### config.mk
export PLATFORM = sky130hd
export DESIGN_NAME = fifo_level_monitor
export DESIGN_NICKNAME = d
export VERILOG_FILES = /design/src/rtl/lvlmon_pkg.sv /design/src/rtl/lvlmon_regs.sv /design/src/rtl/lvlmon_fill_rd.sv /design/src/rtl/lvlmon_scan.sv /design/src/rtl/fifo_level_monitor.sv
export SDC_FILE = /design/constraint.sdc
export NUM_CORES = 1
export LEC_CHECK = 0
export BUFFER_PORTS_ARGS = -buffer_cell sky130_fd_sc_hd__buf_2
export CAP_MARGIN = 10
export CORE_MARGIN = 2
export CORE_UTILIZATION = 51
export DETAILED_ROUTE_END_ITERATION = 16
export GPL_ROUTABILITY_DRIVEN = 0
export PLACE_DENSITY = 0.89
export SYNTH_ARGS = -nofsm -noshare
export SYNTH_HDL_FRONTEND = slang
export SYNTH_SLANG_ARGS = --single-unit
### constraint.sdc
create_clock -name clk -period 2.45 [get_ports clk]
set_input_delay 0.245 -clock clk [delete_from_list [all_inputs] [get_ports clk]]
set_output_delay 0.245 -clock clk [all_outputs]
set_load 0.005 [all_outputs]
### src/rtl/lvlmon_pkg.sv
`timescale 1ns/1ps
package lvlmon_pkg;
    typedef enum logic {
        SCAN_IDLE,
        SCAN_RUN
    } scan_state_t;

    localparam logic CFG_SEL_FULL  = 1'b0;
    localparam logic CFG_SEL_EMPTY = 1'b1;
endpackage

### src/rtl/lvlmon_regs.sv
`timescale 1ns/1ps
module lvlmon_regs #(
    parameter int DEPTH = 64,
    parameter int LVL_W = 7
) (
    input  logic             clk,
    input  logic             rst_n,
    input  logic             cfg_wr,
    input  logic             cfg_rd,
    input  logic             cfg_addr,
    input  logic [LVL_W-1:0] cfg_wdata,
    output logic [LVL_W-1:0] cfg_rdata,
    output logic [LVL_W-1:0] thr_full,
    output logic [LVL_W-1:0] thr_empty
);
    import lvlmon_pkg::*;

    localparam logic [LVL_W-1:0] FULL_INIT  = LVL_W'(DEPTH - 1);
    localparam logic [LVL_W-1:0] EMPTY_INIT = LVL_W'(1);

    // Threshold registers
    always_ff @(posedge clk or negedge rst_n) begin
        if (!rst_n) begin
            thr_full  <= FULL_INIT;
            thr_empty <= EMPTY_INIT;
        end else if (cfg_wr) begin
            if (cfg_addr == CFG_SEL_FULL) thr_full  <= cfg_wdata;
            else                          thr_empty <= cfg_wdata;
        end
    end

    // Read data register; old value seen on same-edge write
    always_ff @(posedge clk or negedge rst_n) begin
        if (!rst_n) begin
            cfg_rdata <= '0;
        end else if (cfg_rd) begin
            cfg_rdata <= (cfg_addr == CFG_SEL_EMPTY) ? thr_empty : thr_full;
        end
    end
endmodule

### src/rtl/lvlmon_fill_rd.sv
`timescale 1ns/1ps
module lvlmon_fill_rd #(
    parameter int NCH   = 4,
    parameter int LVL_W = 7,
    parameter int CH_W  = 2
) (
    input  logic             clk,
    input  logic             rst_n,
    input  logic [LVL_W-1:0] fill_arr [NCH],
    input  logic             lvl_rd,
    input  logic [CH_W-1:0]  lvl_addr,
    output logic [LVL_W-1:0] lvl_rdata
);
    always_ff @(posedge clk or negedge rst_n) begin
        if (!rst_n) begin
            lvl_rdata <= '0;
        end else if (lvl_rd) begin
            lvl_rdata <= fill_arr[lvl_addr];
        end
    end
endmodule

### src/rtl/lvlmon_scan.sv
`timescale 1ns/1ps
module lvlmon_scan #(
    parameter int NCH   = 4,
    parameter int LVL_W = 7,
    parameter int CH_W  = 2
) (
    input  logic             clk,
    input  logic             rst_n,
    input  logic [LVL_W-1:0] fill_arr [NCH],
    input  logic [LVL_W-1:0] thr_full,
    input  logic [LVL_W-1:0] thr_empty,
    output logic             stat_valid,
    output logic [CH_W-1:0]  stat_chan,
    output logic             stat_full,
    output logic             stat_empty
);
    import lvlmon_pkg::*;

    localparam logic [CH_W-1:0] PTR_LAST = CH_W'(NCH - 1);

    scan_state_t       state_q, state_d;
    logic [CH_W-1:0]   ptr_q;
    logic [LVL_W-1:0]  cur_fill;

    // State register
    always_ff @(posedge clk or negedge rst_n) begin
        if (!rst_n) state_q <= SCAN_IDLE;
        else        state_q <= state_d;
    end

    // Transitions: IDLE -> RUN on first clock, RUN holds
    always_comb begin
        unique case (state_q)
            SCAN_IDLE: state_d = SCAN_RUN;
            SCAN_RUN:  state_d = SCAN_RUN;
            default:   state_d = SCAN_IDLE;
        endcase
    end

    assign cur_fill   = fill_arr[ptr_q];
    assign stat_valid = (state_q == SCAN_RUN);

    // Outputs: rotating pointer and registered flags
    always_ff @(posedge clk or negedge rst_n) begin
        if (!rst_n) begin
            ptr_q      <= '0;
            stat_chan  <= '0;
            stat_full  <= 1'b0;
            stat_empty <= 1'b0;
        end else begin
            ptr_q      <= (ptr_q == PTR_LAST) ? '0 : ptr_q + CH_W'(1);
            stat_chan  <= ptr_q;
            stat_full  <= (cur_fill >= thr_full);
            stat_empty <= (cur_fill <= thr_empty);
        end
    end
endmodule

### src/rtl/fifo_level_monitor.sv
`timescale 1ns/1ps
module fifo_level_monitor #(
    parameter int NCH   = 4,
    parameter int DEPTH = 64,
    parameter int LVL_W = $clog2(DEPTH + 1),
    parameter int CH_W  = (NCH > 1) ? $clog2(NCH) : 1
) (
    input  logic                 clk,
    input  logic                 rst_n,
    input  logic [NCH*LVL_W-1:0] fill_levels,
    input  logic                 cfg_wr,
    input  logic                 cfg_rd,
    input  logic                 cfg_addr,
    input  logic [LVL_W-1:0]     cfg_wdata,
    output logic [LVL_W-1:0]     cfg_rdata,
    input  logic                 lvl_rd,
    input  logic [CH_W-1:0]      lvl_addr,
    output logic [LVL_W-1:0]     lvl_rdata,
    output logic                 stat_valid,
    output logic [CH_W-1:0]      stat_chan,
    output logic                 stat_full,
    output logic                 stat_empty
);
    logic [LVL_W-1:0] fill_arr [NCH];
    logic [LVL_W-1:0] thr_full;
    logic [LVL_W-1:0] thr_empty;

    for (genvar g = 0; g < NCH; g++) begin : g_unpack
        assign fill_arr[g] = fill_levels[g*LVL_W +: LVL_W];
    end

    lvlmon_regs #(.DEPTH(DEPTH), .LVL_W(LVL_W)) u_regs (
        .clk(clk), .rst_n(rst_n),
        .cfg_wr(cfg_wr), .cfg_rd(cfg_rd), .cfg_addr(cfg_addr),
        .cfg_wdata(cfg_wdata), .cfg_rdata(cfg_rdata),
        .thr_full(thr_full), .thr_empty(thr_empty)
    );

    lvlmon_fill_rd #(.NCH(NCH), .LVL_W(LVL_W), .CH_W(CH_W)) u_fill (
        .clk(clk), .rst_n(rst_n), .fill_arr(fill_arr),
        .lvl_rd(lvl_rd), .lvl_addr(lvl_addr), .lvl_rdata(lvl_rdata)
    );

    lvlmon_scan #(.NCH(NCH), .LVL_W(LVL_W), .CH_W(CH_W)) u_scan (
        .clk(clk), .rst_n(rst_n), .fill_arr(fill_arr),
        .thr_full(thr_full), .thr_empty(thr_empty),
        .stat_valid(stat_valid), .stat_chan(stat_chan),
        .stat_full(stat_full), .stat_empty(stat_empty)
    );
endmodule

==> out/qor.yml <==
yosys_register_bits: 35
end_kind: "flip-flop"
swShare_pct: 26.0
yosysTopAreaCellShare_pct: 35.4
power_frac_clock_pct: 33.5
cts_tree: "yes"
cts_resized: 0
switchingPower_uw: 415
drt_first_pass_iters: 4
syn_inst: 154
die_w_um: 66.3
most-common-layout-cells: "buf_2, dfrtp_1, ha_1, mux4_2, inv_1"
insertedDiodeCount: 0
drive_gt1_share_pct: 49.3
cts_buffer_depth: 2
rsz0062_at_grt: "false"
clk_pin_slew_worst_paths_ns: 0.07
grt_pass1_vias: 1489
finalNonFillerCells: 265
ys_types: 26
antenna_found_initial: 0
htreeDepth: 2
area_growth_pct: 22.8
tightest_slew_ns: 0.747
drc_errors: 0
wl_per_cell_um: 16.3
fin_tns_setup_ns: 0
synth.avg_cell_area_um2: 12.9
cp-startpoint: "u_scan.ptr_q[0]"
crit_end: "u_scan.stat_empty"
worst-r2r-cell-count: 6
dpl_cell_area_um2: 2310
synth_nets: 212
worstPathArrival_ns: 2.35
drtIter0Drc: 117
r2r_end: "u_scan.stat_empty"
fin_crit_ns: 2.14
crit_type: "reg -> reg"
drv_cap: 0
io_buffers: 61
vdd_ir_drop_max_uv: 366
yosysTopAreaCell: "dfrtp_1"
wirelength_mm: 4.31
placed_cells: 257
hold_violations: 0
die_h_um: 66.3
core_area_um2: 3690
required_ns: 2.66
grt_overflow_total: 0
start_kind: "flip-flop"
layout_commonest_cell: "buf_2"
yosys_warnings: 0
ant_nets: 0
row_count: 22
skew_ns: 0.00737
synth_area_um2: 1980
grt_pass1_wl_mm: 6.97
final_nets: 274
hpwl_mm: 3.46
ys_top_cells_by_area: "dfrtp_1, mux4_2, ha_1, dfstp_2, mux2_4"
power_density_nw_per_um2: 657
track_usage_pct: 21.9
r2r-start: "u_scan.ptr_q[0]"
relSlewSlack_pct: 50.2
reg2reg_slack_ns: 0.31
cp_max_fo: 4
cts_made_buffers: 5
die-area_um2: 4400
p_int_mw: 1.18
setup_viol: 0
clock_sinks: 35
cts-root-buf: "clkbuf_8"
finalCritPeriodShare_pct: 87.3
yosysSeqAreaShare_pct: 44.7
setup_slack_ns: 0.310
slew_violations: 0
via_per_inst: 5.52
insertion_delay_ns: 0.29
post_cts_buffers: 0
vias: 1462
final_area_um2: 2430
dp_slack_ns: 0.331
leakagePower_nw: 1.20
p_comb_share_pct: 22.0
max_freq_mhz: 467
seqPwrFrac_pct: 44.5
grt_max_degree: 36
io_pins: 62
holdWs_ns: 0.0209
cts_hold_buf: 0
initial_utilization_pct: 53.7
min_path_type: "in -> async"
status: "complete, no violations"
[cell families (layout without fill, tap and decap cells)]
family | count (synthesis) | in the layout | synth area share, %
buf+inv | 21 | 84 | 4.80
fa+ha+maj | 15 | 15 | 9.48
mux | 36 | 36 | 29.3
flops | 35 | 35 | 44.7
other cells | 1 | 1 | 0.189
compound gates | 24 | 24 | 6.57
simple gates | 22 | 22 | 4.93
[through the flow]
stage | total power, mW | utilization [%]
6_report | 1.60 | 65.9
5_1_grt | 1.69 | 65.9
4_1_cts | 1.61 | 65.9
3_5_place_dp | 1.07 | 62.7
3_3_place_gp | 1.05 | 62.7
2_1_floorplan | 0.921 | -
[worst max-delay path: stages, from the launching register on]
cell and delay, ns:
dfrtp_1 0.45, mux4_2 0.57, ha_1 0.31, and3b_1 0.19, a211oi_1 0.28, o22ai_1 0.12, o22ai_1 0.13
[synth_stat cells (all sizes together)]
cell type / count
a211oi: 2
a21o: 1
a21oi: 10
and3b: 1
buf: 6
clkbuf: 2
conb: 1
dfrtp: 28
dfstp: 7
ha: 15
inv: 13
mux2: 15
mux2i: 7
mux4: 14
nand2: 8
nand3: 2
nand4: 1
nor2: 8
nor2b: 2
o21ai: 9
o22ai: 2
[metal layers]
layer	GRT usage, %	part of all wire [%]
met1	27.6	43
met2	35.6	47
met3	5.28	7.8
met4	9.95	2.3
met5	0	0
[area by class of cell]
class / count / area, um^2
sequential: 35 / 885
inverter: 13 / 48.8
clock buffer: 6 / 82.6
fill: 281 / 1260
tap: 48 / 60.1
timing repair buffer: 63 / 320
multi-input combinational: 98 / 1000
clock inverter: 2 / 35.0
[state kept, by name, summed over array words and instances, names as in the netlist]
signal / flops
u_regs.cfg_rdata: 7
u_regs.thr_empty: 7
u_scan.stat_valid: 1
u_scan.stat_full: 1
u_scan.ptr_q: 2
u_regs.thr_full: 7
u_scan.stat_empty: 1
u_fill.lvl_rdata: 7
u_scan.stat_chan: 2
[power groups by stage]
stage          Sequential, mW  Combinational (mW)  Clock [mW]
6_report                0.711               0.351       0.535
5_1_grt                 0.719               0.394       0.573
3_5_place_dp            0.720               0.351           0
2_1_floorplan           0.716               0.205           0
4_1_cts                 0.711               0.353       0.543
3_3_place_gp            0.718               0.330           0
[worst min path at each step]
stage                from  slack, ns                   to  depth (start not counted)
finish              rst_n       0.02  u_regs.thr_empty[5]                          1
detailed placement  rst_n       0.35  u_regs.cfg_rdata[5]                          1
global placement    rst_n       0.35  u_regs.cfg_rdata[5]                          1
floorplan           rst_n      -0.05  u_fill.lvl_rdata[0]                          0
global route        rst_n       0.09  u_regs.thr_empty[4]                          1
CTS                 rst_n       0.04  u_regs.thr_empty[5]                          1
Note: power is estimated with default switching activity, not from simulation.
